File: src/rtl/sdcsr_pkg.sv
package sdcsr_pkg;
    localparam int REG_W     = 32;
    localparam int FIELD_LSB = 8;
    localparam int FIELD_W   = 16;
    localparam int NCMD      = 3;
    localparam int FIELD_MSB = FIELD_LSB + FIELD_W - 1;

    // command bit positions (software-visible ordering)
    localparam int CMD_EXIT_SR  = 0;
    localparam int CMD_ENTER_SR = 1;
    localparam int CMD_POR      = 2;

    // status bit positions
    localparam int ST_SR_BIT  = 4;
    localparam int ST_POR_BIT = 5;

    localparam logic [FIELD_W-1:0] FIELD_RST = 16'h0030;

    typedef logic [NCMD-1:0]    cmd_vec_t;
    typedef logic [FIELD_W-1:0] field_t;

    typedef struct packed {
        logic     take;
        logic     reject;
        cmd_vec_t cmd;
    } wr_dec_t;

    typedef struct packed {
        logic por_pending;
        logic self_refresh;
    } dram_stat_t;

    function automatic logic multi_hot(input cmd_vec_t v);
        return (v & (v - cmd_vec_t'(1))) != '0;
    endfunction

    function automatic logic [REG_W-1:0] pack_view(input field_t f,
                                                    input dram_stat_t s,
                                                    input cmd_vec_t c);
        logic [REG_W-1:0] r;
        r = '0;
        r[FIELD_MSB:FIELD_LSB] = f;
        r[ST_POR_BIT]          = s.por_pending;
        r[ST_SR_BIT]           = s.self_refresh;
        r[NCMD-1:0]            = c;
        return r;
    endfunction
endpackage

File: src/rtl/sdcsr_wr_decode.sv
module sdcsr_wr_decode
    import sdcsr_pkg::*;
(
    input  logic     wr_en,
    input  logic     sdram_mode,
    input  logic     busy,
    input  logic     self_refresh,
    input  cmd_vec_t wr_cmd,
    output wr_dec_t  dec
);
    always_comb begin
        dec = '0;
        if (wr_en && sdram_mode && !busy && (wr_cmd != '0)) begin
            if (multi_hot(wr_cmd) || (wr_cmd[CMD_POR] && self_refresh)) begin
                dec.reject = 1'b1;
            end else begin
                dec.take = 1'b1;
                dec.cmd  = wr_cmd;
            end
        end
    end
endmodule

File: src/rtl/sdcsr_cmd_engine.sv
module sdcsr_cmd_engine
    import sdcsr_pkg::*;
(
    input  logic       clk,
    input  logic       rst,
    input  wr_dec_t    dec,
    input  logic       seq_done,
    output cmd_vec_t   cmd_q,
    output cmd_vec_t   start_q,
    output dram_stat_t stat_q,
    output logic       err_q,
    output logic       busy
);
    assign busy = |cmd_q;

    always_ff @(posedge clk) begin
        if (rst) begin
            cmd_q   <= '0;
            start_q <= '0;
            stat_q  <= '{por_pending: 1'b1, self_refresh: 1'b1};
            err_q   <= 1'b0;
        end else begin
            start_q <= dec.take ? dec.cmd : '0;
            if (dec.reject) err_q <= 1'b1;
            if (busy && seq_done) begin
                cmd_q <= '0;
                if (cmd_q[CMD_EXIT_SR])  stat_q.self_refresh <= 1'b0;
                if (cmd_q[CMD_ENTER_SR]) stat_q.self_refresh <= 1'b1;
                if (cmd_q[CMD_POR])      stat_q.por_pending  <= 1'b0;
            end else if (dec.take) begin
                cmd_q <= dec.cmd;
            end
        end
    end

    a_r2_start_onehot: assert property (@(posedge clk) disable iff (rst)
        $onehot0(start_q));
    a_r2_start_shown: assert property (@(posedge clk) disable iff (rst)
        (start_q != '0) |-> (cmd_q == start_q));
    a_r3_clear_on_done: assert property (@(posedge clk) disable iff (rst)
        (busy && seq_done) |=> (cmd_q == '0));
    a_r3_por_done_only: assert property (@(posedge clk) disable iff (rst)
        $fell(stat_q.por_pending) |-> $past(cmd_q[CMD_POR] && seq_done));
    a_r5_por_after_exit: assert property (@(posedge clk) disable iff (rst)
        start_q[CMD_POR] |-> !stat_q.self_refresh);
    a_r9_hold_busy: assert property (@(posedge clk) disable iff (rst)
        (busy && !seq_done) |=> $stable(cmd_q));
    a_r11_err_sticky: assert property (@(posedge clk) disable iff (rst)
        err_q |=> err_q);
endmodule

File: src/rtl/sdcsr_field_reg.sv
module sdcsr_field_reg #(
    parameter int              W   = 16,
    parameter logic [W-1:0]    RST = '0
) (
    input  logic         clk,
    input  logic         rst,
    input  logic         wr_en,
    input  logic [W-1:0] wr_val,
    output logic [W-1:0] val_q
);
    always_ff @(posedge clk) begin
        if (rst)        val_q <= RST;
        else if (wr_en) val_q <= wr_val;
    end

    a_r7_field_follows: assert property (@(posedge clk) disable iff (rst)
        wr_en |=> (val_q == $past(wr_val)));
endmodule

File: src/rtl/sdram_ctl_csr.sv
module sdram_ctl_csr
    import sdcsr_pkg::*;
(
    input  logic                clk,
    input  logic                rst,
    input  logic                sdram_mode,
    input  logic                wr_en,
    input  logic [REG_W-1:0]    wr_data,
    output logic [REG_W-1:0]    rd_data,
    output logic [NCMD-1:0]     seq_start,
    input  logic                seq_done,
    output logic [FIELD_W-1:0]  mode_word,
    output logic                cmd_err
);
    wr_dec_t    dec;
    cmd_vec_t   cmd_q;
    cmd_vec_t   start_q;
    dram_stat_t stat_q;
    logic       busy;
    field_t     field_q;

    logic unused_wr_bits;
    assign unused_wr_bits = ^{wr_data[REG_W-1:FIELD_MSB+1], wr_data[FIELD_LSB-1:NCMD]};

    sdcsr_wr_decode u_dec (
        .wr_en        (wr_en),
        .sdram_mode   (sdram_mode),
        .busy         (busy),
        .self_refresh (stat_q.self_refresh),
        .wr_cmd       (wr_data[NCMD-1:0]),
        .dec          (dec)
    );

    sdcsr_cmd_engine u_eng (
        .clk      (clk),
        .rst      (rst),
        .dec      (dec),
        .seq_done (seq_done),
        .cmd_q    (cmd_q),
        .start_q  (start_q),
        .stat_q   (stat_q),
        .err_q    (cmd_err),
        .busy     (busy)
    );

    sdcsr_field_reg #(.W(FIELD_W), .RST(FIELD_RST)) u_fld (
        .clk    (clk),
        .rst    (rst),
        .wr_en  (wr_en),
        .wr_val (wr_data[FIELD_MSB:FIELD_LSB]),
        .val_q  (field_q)
    );

    assign rd_data   = pack_view(field_q, stat_q, cmd_q);
    assign seq_start = start_q;
    assign mode_word = field_q;

    a_r6_mode_gate: assert property (@(posedge clk) disable iff (rst)
        (!sdram_mode && !busy) |=> (seq_start == '0));
    a_r10_idle_done: assert property (@(posedge clk) disable iff (rst)
        (!busy && seq_done && !wr_en) |=> $stable(rd_data));
endmodule

File: config.mk
export PLATFORM = sky130hd
export DESIGN_NAME = sdram_ctl_csr
export DESIGN_NICKNAME = d
export VERILOG_FILES = /design/src/rtl/sdcsr_pkg.sv /design/src/rtl/sdcsr_wr_decode.sv /design/src/rtl/sdcsr_cmd_engine.sv /design/src/rtl/sdcsr_field_reg.sv /design/src/rtl/sdram_ctl_csr.sv
export SDC_FILE = /design/constraint.sdc
export NUM_CORES = 1
export LEC_CHECK = 0
export ABC_AREA = 1
export BUFFER_PORTS_ARGS = -buffer_cell sky130_fd_sc_hd__clkbuf_2
export CAP_MARGIN = 15
export CORE_MARGIN = 4
export CORE_UTILIZATION = 35
export DETAILED_ROUTE_END_ITERATION = 10
export PLACE_DENSITY = 0.83
export SETUP_SLACK_MARGIN = 0.02
export SYNTH_ARGS = -nofsm -noshare
export SYNTH_HDL_FRONTEND = slang
export SYNTH_SLANG_ARGS = --single-unit
export TNS_END_PERCENT = 100
File: constraint.sdc
create_clock -name clk -period 0.9 [get_ports clk]
set_input_delay 0.18 -clock clk [delete_from_list [all_inputs] [get_ports clk]]
set_output_delay 0.18 -clock clk [all_outputs]
set_load 0.02 [all_outputs]
; Word-level counts from Yosys, hierarchy flattened
; Index checks and enable logic that the tools add are counted.
[word_totals]
register_bits = 25
input_bits = 37
output_inout_bits = 52
[op_classes]
muxes = 6
addsub = 1
reduce_logical = 15
bitwise = 2
[op_table]
columns = operator, n
row1 = $reduce_bool A3 Y1, 2
row2 = $logic_and A1 B1 Y1, 5
row3 = $mux W5, 1
row4 = $mux W1, 4
row5 = $reduce_and A2 Y1, 2
row6 = $reduce_or A2 Y1, 2
row7 = $and A3 B3 Y3, 1
row8 = $mux W3, 1
row9 = $reduce_or A3 Y1, 1
row10 = $sub A3 B1 Y3 const B, 1
row11 = $reduce_bool A2 Y1, 1
row12 = $logic_not A1 Y1, 1
row13 = $logic_or A1 B1 Y1, 1
row14 = $not A1 Y1, 1

; Longest topological paths before layout
; Gate-level depths: netlist of the first run.
[logic_depth]
ltp_word = 8
ltp_mapped = 7
ltp_nobuf = 6

; Modules after synthesis
; A second synthesis of the first run with hierarchy kept.
[unflattened]
hier_cells = 182
area_unflattened_um2 = 1267.5
[modules_own_cells]
columns = module, area_per_inst_um2, cells_each, seq_area_each_um2, n_inst
row1 = sdcsr_field_reg, 656.9, 98, 320.3, 1
row2 = sdcsr_cmd_engine, 297.8, 35, 180.2, 1
row3 = sdram_ctl_csr, 206.4, 28, 0.0, 1
row4 = sdcsr_wr_decode, 106.4, 21, 0.0, 1

; Least setup slack after synthesis of the first run
; No wires, ideal clock.
[synth_path]
path_type = reg-to-reg
from = reg u_eng.cmd_q[1]
to = reg u_eng.cmd_q[0]
path_buffers = 0
setup_slack_ns = -0.067
arrival_ns = 0.897
period_less_slack_ns = 0.967
stages_incl_launch_ff = 6
path_cell_list = dfxtp_1 -> nor2_1 -> nand3_2 -> nor2_2 -> nand2_1 -> a21oi_1
[synth_via]
elab_chain_len = 5
elab_cells_between_ends = 7
cone_classes = mux: 1 / reduce/logical: 6
[synth_lines]
columns = item, line_no
row1 = "start, declared", sdcsr_cmd_engine.sv:8  ; output cmd_vec_t cmd_q,
row2 = "start signal, assigned", sdcsr_cmd_engine.sv:31  ; cmd_q <= dec.cmd;
row3 = $reduce_or A3 Y1 *, sdcsr_cmd_engine.sv:14  ; assign busy = |cmd_q;
row4 = $logic_not A1 Y1, sdcsr_wr_decode.sv:13  ; if (wr_en && sdram_mode && !busy && (wr_cmd != '0)) begin
row5 = $logic_and A1 B1 Y1 (2 in a row), sdcsr_wr_decode.sv:13
row6 = $mux W5, sdcsr_wr_decode.sv:13
; Mark *: on every way between the ends. The rest lies on a longest branch, timed or not.
; A chain may end at the register's enable or synchronous reset.

; Worst setup path in the final report of the first run
[layout_path]
from = reg u_eng.cmd_q[0]
to = out rd_data[0]
[layout_rtl]
columns = item, line_no
row1 = "end, declared", sdram_ctl_csr.sv:9  ; output logic [REG_W-1:0] rd_data,
; No word-level cell between the ends.

==> metrics.csv, run 1 <==
stage;metric;value;unit
route;num_vias;1074;
power;p_sw_share;30.0;%
power;p_leak;0.000951;uW
global_routing;grt_use_met3;3.64;%
min_path;hp-class;input port to flop;
placed_design;post-dp-hpwl;2030;um
synth;synth_warnings;0;
critical_path;worstPathMaxFanout;2;
route;routedWlPerCell;11.9;um
clocking;htreeDepth;1;
global_routing;antenna_found_initial;0;
route;drtAntennaViolNets;0;
global_routing;grt_use_met1;14.7;%
critical_path;end_kind;output pin;
critical_path;crit_arrival;0.89;ns
critical_path;path_class;flop to output pin;
sta;finalHoldViolCount;0;
clocking;clk_latency;0.30;ns
sta;setup_ws;-0.169;ns
run_status;violations;negative setup slack;
floorplanning;fp.dieW;65.1;um
clocking;cts_buffer_depth;2;
clocking;cts.sinks;25;
clocking;cts_tree;done;
power;p_sw;724;uW
finish;fin_area;1980;um2
synth;avgSynthCellArea;7.65;um2
sta;clock-skew-final;0.00212;ns
floorplanning;boundaryPins;89;
floorplanning;row_count;20;
finish;syn_to_final_growth;74.0;%
power;power_frac_seq;50.9;%
sta;rsz0062_at_grt;yes;
finish;utilization;64.4;%
placed_design;portBuffers;64;
synth;ys_types;19;
global_routing;grt_pass1_wl;4810;um
power;p_per_area;1220;nW/um2
finish;multi_input_area;419;um2
sta;fmax;936;MHz
critical_path;cp-start-kind;flop;
finish;seqCellArea;572;um2
sta;slew_viol_final;0;
power;peakVddDrop;0.000876;V
route;viasPerCell;4.23;
critical_path;worstPathRequired;0.72;ns
route;post-route-drc-count;0;
sta;setup-violations-final;49;
placed_design;placed_area;1410;um2
route;firstDrtPassIters;4;
finish;fillCellCount;258;
global_routing;busiest_layer;met2;
run_status;outcome;finished with violations;
synth;ys_seq_area_share;43.9;%
placed_design;gp_congestion;0.771;
power;combPwrFrac;29.4;%
global_routing;overflow;0;
sta;period_minus_slack;1.07;ns
floorplanning;coreArea;3080;um2
synth;synthCells;149;
global_routing;grt_max_degree;17;
global_routing;grt_pass1_vias;1125;
clocking;cts.reportedPaths.clkPinSlew;0.13;ns
sta;hold_ws;0.0803;ns
global_routing;grt_use_total;14.4;%
power;p_clk_share;19.7;%
clocking;cts_buffers;3;
critical_path;rrSetupSlack;-0.16;ns
floorplanning;dieArea;4230;um2
synth;synth_seq_cells;25;
floorplanning;start_util;37.0;%
clocking;cts-root-buf;clkbuf_4;
flow_run;drv_cap;0;
finish;drive_above_1_share;56.2;%
sta;finalCritPeriodShare;119;%
synth;synthesis.area;1140;um2
finish;nets;248;
floorplanning;dieHeight;65.1;um
route;wl;3020;um
finish;diodes;0;
route;drt_iter0_markers;26;
power;power.internal;1690;uW
global_routing;grtUsageMet2;28.4;%
==> metrics by stage <==
| step | setup slack (ns) | instances | total power (uW) | setup TNS, ns |
|---|---|---|---|---|
| 3_3_place_gp | -0.0284 | 246 | 1710 | -0.0434 |
| 3_5_place_dp | -0.0601 | 246 | 1720 | -0.127 |
| 2_1_floorplan | 0.00101 | 159 | 1620 | 0 |
| 5_1_grt | -0.231 | 254 | 2540 | -6.76 |
| 6_report | -0.169 | 254 | 2420 | -4.82 |
| 4_1_cts | -0.197 | 253 | 2390 | -5.97 |
==> per-layer routing <==
metal  routed length (um)  part of all wire, %
met1                 1120                   37
met2                 1690                   56
met3                  201                  6.7
met4                    7                 0.23
met5                    0                    0
==> logic make-up (layout without fill, tap and decap cells) <==
| group | count (synthesis) | count (layout) | share of synthesized area, % |
|---|---|---|---|
| simple gates | 54 | 54 | 19.9 |
| other cells | 1 | 11 | 0.329 |
| buf+inv | 46 | 97 | 25.4 |
| compound gates | 23 | 23 | 10.5 |
| flops | 25 | 25 | 43.9 |
==> cells in the mapped netlist <==
| master | instances | area, um2 |
|---|---|---|
| o21ai_0 | 17 | 85.1 |
| nor2_1 | 32 | 120 |
| inv_2 | 1 | 3.75 |
| buf_2 | 3 | 15.0 |
| dfxtp_1 | 25 | 500 |
| nand2_1 | 12 | 45.0 |
| buf_6 | 1 | 11.3 |
| a21oi_1 | 4 | 20.0 |
| nor2_2 | 1 | 6.26 |
| buf_4 | 28 | 210 |
| nand3_1 | 3 | 15.0 |
| nand4_1 | 3 | 18.8 |
| nand2_2 | 1 | 6.26 |
| conb_1 | 1 | 3.75 |
| nand3_2 | 1 | 10.0 |
| nor3_1 | 1 | 5.00 |
| inv_1 | 12 | 45.0 |
| clkinv_1 | 1 | 3.75 |
| o211ai_1 | 2 | 15.0 |
==> worst max-delay path, stage by stage (launching register included) <==
cell,delay [ns]
dfxtp_2,0.35
buf_6,0.11
buf_8,0.12
==> what timing repair did <==
item / 4_1_cts / 5_1_grt
hold buffers: 0 / 0
buffers inserted: 3 / 1
pin swaps: 5 / 4
gates resized for setup: 112 / 61
endpoints found under the setup margin: 48 / 49
==> layout by cell type, fill, tap and decap left out, types with 2 or more instances in the layout <==
cell type | Yosys | routed
o211ai_1 | 2 | 2
nand2_2 | 1 | 3
nand2_1 | 12 | 10
buf_6 | 1 | 4
o21ai_0 | 17 | 16
dfxtp_2 | 0 | 9
conb_1 | 1 | 11
nor2_4 | 0 | 2
inv_1 | 12 | 12
clkbuf_2 | 0 | 23
nor2_1 | 32 | 30
buf_8 | 0 | 41
buf_4 | 28 | 11
nand4_1 | 3 | 3
nand3_1 | 3 | 3
a21oi_2 | 0 | 3
dfxtp_4 | 0 | 16
clkbuf_4 | 0 | 3
==> area by class of cell <==
cell class	instances	area share, %
inverter	14	2.65
tap	44	2.78
multi-input combinational	88	21.1
sequential	25	28.8
timing repair buffer	79	43.3
clock buffer	4	1.32
==> final timing paths <==
kind / from / end / cells past startpoint
setup / recovery: u_eng.cmd_q[0] / rd_data[0] / 2
hold / removal: rst / u_eng.err_q / 2
setup reg to reg: u_eng.cmd_q[0] / u_eng.cmd_q[1] / 6
hold reg to reg: u_eng.stat_q[1] / u_eng.stat_q[1] / 2
==> power groups by stage <==
stage               Clock (uW)  Combinational (uW)  Sequential, uW
floorplan                    0                 330            1290
global placement             0                 491            1220
detailed placement           0                 494            1230
CTS                        509                 655            1230
global route               537                 757            1240
finish                     478                 710            1230
==> flip-flops by register name, indices dropped and copies added, names as in the netlist <==
register       cells
u_eng.cmd_q        3
u_eng.err_q        1
u_eng.stat_q       2
u_fld.val_q       16
u_eng.start_q      3
Note: power is estimated with default switching activity, not from simulation.
==> inputs of run 2 (changes only) <==
Settings changed: CORE_UTILIZATION 35 to 39, PLACE_DENSITY 0.83 to 0.87.
Clock period 0.9 ns to 1.05 ns, I/O delays scaled along.
==> metrics.csv, run 2 (synthesis results as in run 1) <==
stage;metric;value;unit
finish;seqCellArea;552;um2
finish;diodes;0;
route;drtAntennaViolNets;0;
finish;final_cell_mix;nor2_1, clkbuf_2, buf_8;
critical_path;path_class;flop to output pin;
clocking;cts_tree;done;
finish;mostFrequentLayoutCell;nor2_1;
power;p_leak;0.000887;uW
power;peakVddDrop;0.000740;V
floorplanning;fp.dieW;62.1;um
critical_path;worstPathMaxFanout;4;
global_routing;grt_pass1_wl;4270;um
power;combPwrFrac;27.7;%
run_status;violations;negative setup slack;
finish;reg_top3;u_fld.val_q x16, u_eng.cmd_q x3, u_eng.start_q x3;
clocking;clk_latency;0.31;ns
finish;largest_reg_flops;16;
finish;fin_area;1820;um2
sta;setup-violations-final;2;
sta;setup_tns;-0.00681;ns
route;num_vias;1076;
finish;multi_input_area;433;um2
sta;finalCritPeriodShare;101;%
power;p_clk_share;21.0;%
clocking;cts-root-buf;clkbuf_4;
critical_path;worstPathRequired;0.84;ns
global_routing;overflow;0;
floorplanning;dieArea;3850;um2
critical_path;crit_family;flip-flops;
finish;nets;238;
floorplanning;start_util;41.0;%
route;viasPerCell;4.66;
sta;rsz0062_at_grt;yes;
floorplanning;row_count;19;
critical_path;cp_cell_sequence;buf_8;
critical_path;worstPathBufferInverterCount;1;
critical_path;cpMaxStageDelayCell;dfxtp_4;
power;power_frac_seq;51.2;%
sta;setup_ws;-0.00564;ns
critical_path;cpPeakStageDelay;0.41;ns
placed_design;post-dp-hpwl;2040;um
global_routing;grt_use_total;15.1;%
floorplanning;coreArea;2780;um2
global_routing;grt_max_degree;17;
power;p_sw_share;31.1;%
global_routing;grt_pass1_vias;1027;
power;power.internal;1420;uW
route;firstDrtPassIters;4;
finish;instances_no_fill;231;
floorplanning;boundaryPins;89;
critical_path;cp-start-kind;flop;
finish;fillCellCount;223;
power;p_sw;638;uW
sta;finalHoldViolCount;0;
sta;slew_viol_final;0;
placed_design;portBuffers;64;
finish;syn_to_final_growth;59.9;%
route;drt_iter0_markers;35;
clocking;cts.sinks;25;
finish;regMostFlops;u_fld.val_q;
critical_path;end_kind;output pin;
route;wl;2970;um
critical_path;crit_arrival;0.85;ns
min_path;hp-class;input port to flop;
power;p_per_area;1130;nW/um2
clocking;cts_buffer_depth;2;
clocking;htreeDepth;1;
run_status;outcome;finished with violations;
finish;utilization;65.5;%
clocking;cts_hold_buf;0;
placed_design;dpl.cell_count;224;
sta;period_minus_slack;1.06;ns
finish;drive_above_1_share;55.5;%
global_routing;antenna_found_initial;0;
placed_design;gp_congestion;0.756;
clocking;cts_buffers;3;
flow_run;drv_cap;0;
floorplanning;dieHeight;62.1;um
route;routedWlPerCell;12.9;um
placed_design;placed_area;1330;um2
clocking;cts.reportedPaths.clkPinSlew;0.14;ns
route;post-route-drc-count;0;
sta;clock-skew-final;0.000732;ns
sta;fmax;947;MHz
-- run 2: cell types whose count changed in the layout (fill, tap and decap cells not counted), sizes merged --
cell and change:
clkbuf +9, clkinv +1, buf -20
-- run 2: cell type report --
cell class,instances,area share [%]
repair buffers,69,39.5
flip-flops and latches,25,30.3
multi-input cells,88,23.7
inverters,14,2.88
well taps,31,2.13
clock buffers,3,1.24
clock inverters,1,0.275
-- run 2: worst paths after layout --
| check | from | slack (ns) | to | depth (start not counted) |
|---|---|---|---|---|
| max reg2reg | u_eng.cmd_q[1] | 0.06 | u_eng.cmd_q[2] | 5 |
| min | rst | 0.10 | u_eng.err_q | 2 |
| min reg2reg | u_eng.err_q | 0.47 | u_eng.err_q | 2 |
| max | u_eng.cmd_q[0] | -0.006 | rd_data[0] | 1 |
-- run 2: what timing repair did --
item,4_1_cts,5_1_grt
resized for setup,95,62
pin swaps,0,1
setup buffers,1,2
endpoints found under the setup margin,39,45
hold endpoints to repair,0,0
-- run 2: per-stage QoR --
| step | setup WS [ns] | hold WS [ns] | power [uW] |
|---|---|---|---|
| 2_1_floorplan | 0.0831 | 0.279 | 1390 |
| 3_5_place_dp | 0.0513 | 0.436 | 1460 |
| 6_report | -0.00564 | 0.104 | 2050 |
| 3_3_place_gp | 0.107 | 0.432 | 1460 |
| 4_1_cts | -0.0286 | 0.0852 | 2020 |
| 5_1_grt | -0.0306 | 0.0933 | 2140 |
-- run 2: per-layer routing --
layer | vias up | share of wire [%] | GRT usage [%]
met3 | 2 | 7.4 | 3.72
met2 | 45 | 56 | 29.9
li1 | 536 | - | -
met1 | 493 | 36 | 15.0
met4 | 0 | 0.34 | 4.55
met5 | - | 0 | 0
-- run 2: power groups by stage --
stage / Clock (uW) / Combinational [uW] / Sequential (uW)
after floorplan: 0 / 281 / 1110
after global placement: 0 / 406 / 1050
after detailed placement: 0 / 412 / 1050
after CTS: 447 / 526 / 1050
after global routing: 466 / 611 / 1060
final: 432 / 570 / 1050
==> inputs of run 3 (changes only) <==
Settings changed: ABC_AREA 1 to not set, CORE_UTILIZATION 39 to 41, PLACE_DENSITY 0.87 to 0.91.
Clock period 1.05 ns to 1.3 ns, I/O delays scaled along.
==> metrics.csv, run 3 <==
stage;metric;value;unit
run_status;outcome;finished clean;
sta;fmax;777;MHz
min_path;hp-class;input port to flop;
clocking;cts-root-buf;clkbuf_4;
sta;clock-skew-final;0.00601;ns
power;p_clk_share;23.9;%
clocking;cts.reportedPaths.clkPinSlew;0.15;ns
finish;drive_above_1_share;50.9;%
power;power;1490;uW
power;power.internal;1030;uW
floorplanning;fp.dieW;60.1;um
route;routedWlPerCell;12.7;um
route;num_vias;888;
floorplanning;boundaryPins;89;
sta;finalCritPeriodShare;99.0;%
finish;nets;203;
route;drt_iter0_markers;41;
synth;synth_seq_cells;25;
synth;yosysTopAreaCellShare;44.9;%
sta;period_minus_slack;1.29;ns
synth;synth_top_flop_cell;dfxtp_1;
clocking;cts_tree;done;
finish;instances_no_fill;195;
sta;finalHoldViolCount;0;
synth;synth_warnings;0;
route;firstDrtPassIters;4;
finish;syn_to_final_growth;25.5;%
synth;ys_types;23;
finish;reg_top3;u_fld.val_q x16, u_eng.cmd_q x3, u_eng.start_q x3;
synth;synth-edff-count;0;
finish;diodes;0;
finish;fillCellCount;247;
route;viasPerCell;4.55;
route;drtAntennaViolNets;0;
placed_design;dpl.cell_count;191;
synth;ys_async_sr_fraction;0;%
sta;setup-violations-final;0;
power;p_sw_share;31.0;%
min_path;hold-path-endpoint;u_fld.val_q[5];
synth;synth_top_area_cell;dfxtp_1;
placed_design;post-dp-hpwl;1890;um
global_routing;antenna_found_initial;0;
synth;synth_common_cells;buf_4, dfxtp_1, nor2_1;
floorplanning;dieHeight;60.1;um
sta;slew_viol_final;0;
critical_path;r2r_cells;3;
critical_path;crit_arrival;1.52;ns
global_routing;grt_pass1_wl;3530;um
floorplanning;row_count;18;
synth;synthTopCellsByArea;dfxtp_1, buf_4, mux2i_1;
clocking;cts.sinks;25;
power;combPwrFrac;21.0;%
finish;mostFrequentLayoutCell;clkbuf_2;
global_routing;grt_use_total;12.9;%
sta;rsz0062_at_grt;yes;
global_routing;grt_max_degree;19;
critical_path;rrSetupSlack;0.01;ns
finish;final_cell_mix;clkbuf_2, dfxtp_1, nor2_1;
floorplanning;dieArea;3610;um2
clocking;clk_latency;0.32;ns
synth;ys_seq_area_share;44.9;%
critical_path;worstPathRequired;1.53;ns
route;post-route-drc-count;0;
floorplanning;coreArea;2520;um2
route;wl;2470;um
finish;largest_reg_flops;16;
critical_path;end_kind;flop;
placed_design;portBuffers;64;
power;power_frac_seq;55.1;%
critical_path;r2r-end;u_eng.err_q;
clocking;cts_setup_buffers;0;
min_path;min_from;wr_data[13];
synth;synthesis.area;1110;um2
clocking;cts_buffers;3;
critical_path;worstPathMaxFanout;4;
flow_run;drv_cap;0;
floorplanning;start_util;44.1;%
synth;synthCells;114;
min_path;hold_depth;2;
power;p_per_area;1070;nW/um2
global_routing;grt_pass1_vias;807;
synth;yosysMostFrequentCell;buf_4;
power;p_leak;0.000735;uW
placed_design;gp_congestion;0.717;
clocking;cts_buffer_depth;2;
clocking;htreeDepth;1;
synth;avgSynthCellArea;9.77;um2
power;peakVddDrop;0.000496;V
critical_path;r2r-start;u_eng.cmd_q[1];
power;p_sw;462;uW
critical_path;cp-start-kind;flop;
critical_path;path_class;flop to flop;
finish;regMostFlops;u_fld.val_q;
global_routing;overflow;0;
-- run 3: final cells by class --
class	count	area [um2]	share of cell area, %
timing repair buffer	69	364	26.1
tap	30	37.5	2.69
sequential	25	509	36.4
clock inverter	1	7.51	0.537
multi-input combinational	67	457	32.7
clock buffer	3	22.5	1.61
-- run 3: how the worst max path moves through the flow --
| stage | from | to | slack, ns | depth (start not counted) |
|---|---|---|---|---|
| after detailed placement | u_eng.cmd_q[1] | u_eng.err_q | -0.05 | 3 |
| final | u_eng.cmd_q[1] | u_eng.err_q | 0.01 | 3 |
| after floorplan | u_eng.cmd_q[1] | u_eng.err_q | -0.05 | 3 |
| after CTS | u_eng.cmd_q[1] | u_eng.err_q | 0.01 | 3 |
| after global routing | u_eng.cmd_q[1] | u_eng.start_q[1] | -0.02 | 3 |
| after global placement | u_eng.cmd_q[1] | u_eng.err_q | -0.04 | 3 |
-- run 3: critical path, cell delays in order (launching register included) --
cell and delay [ns]:
dfxtp_4 0.38, or3_4 0.38, or2_4 0.26, o41ai_2 0.18
-- run 3: cell families (layout without fill, tap and decap cells) --
| group | after synthesis | after routing | synth area share (%) |
|---|---|---|---|
| AOI/OAI and AO/OA | 10 | 10 | 7.53 |
| buffers and inverters | 32 | 73 | 20.4 |
| DFF | 25 | 25 | 44.9 |
| muxes | 14 | 14 | 12.6 |
| other | 1 | 11 | 0.337 |
| and+or+nand+nor | 32 | 32 | 14.2 |
-- run 3: routing by layer --
layer  vias up  part of all wire, %  global-route usage, %
met3         4                  7.6                   1.94
met2        39                   52                   23.0
met1       401                   39                   14.6
met5         -                    0                      0
li1        444                    -                      -
met4         0                  1.4                   6.33
-- run 3: what timing repair did --
action,in CTS,in global routing
cloned,0,0
hold buffers,0,0
endpoints found under the setup margin,3,8
pin swaps,3,2
gates resized for setup,2,8
-- run 3: power groups by stage --
stage	Sequential, uW	Clock (uW)	Combinational (uW)
floorplan	879	0	214
global placement	837	0	306
detailed placement	839	0	309
CTS	822	373	311
global route	826	393	339
finish	822	357	314
-- run 3: through the flow --
stage / area, um2 / utilization [%] / hold WS [ns] / setup slack (ns) / setup TNS [ns]
CTS: 1370 / 54.2 / 0.131 / 0.0125 / 0
floorplan: 1160 / - / 0.361 / -0.0497 / -0.0497
detailed placement: 1330 / 52.6 / 0.444 / -0.0541 / -0.0541
global route: 1400 / 55.4 / 0.136 / -0.0172 / -0.0495
global placement: 1330 / 52.6 / 0.436 / -0.0387 / -0.0387
finish: 1400 / 55.4 / 0.139 / 0.0124 / 0
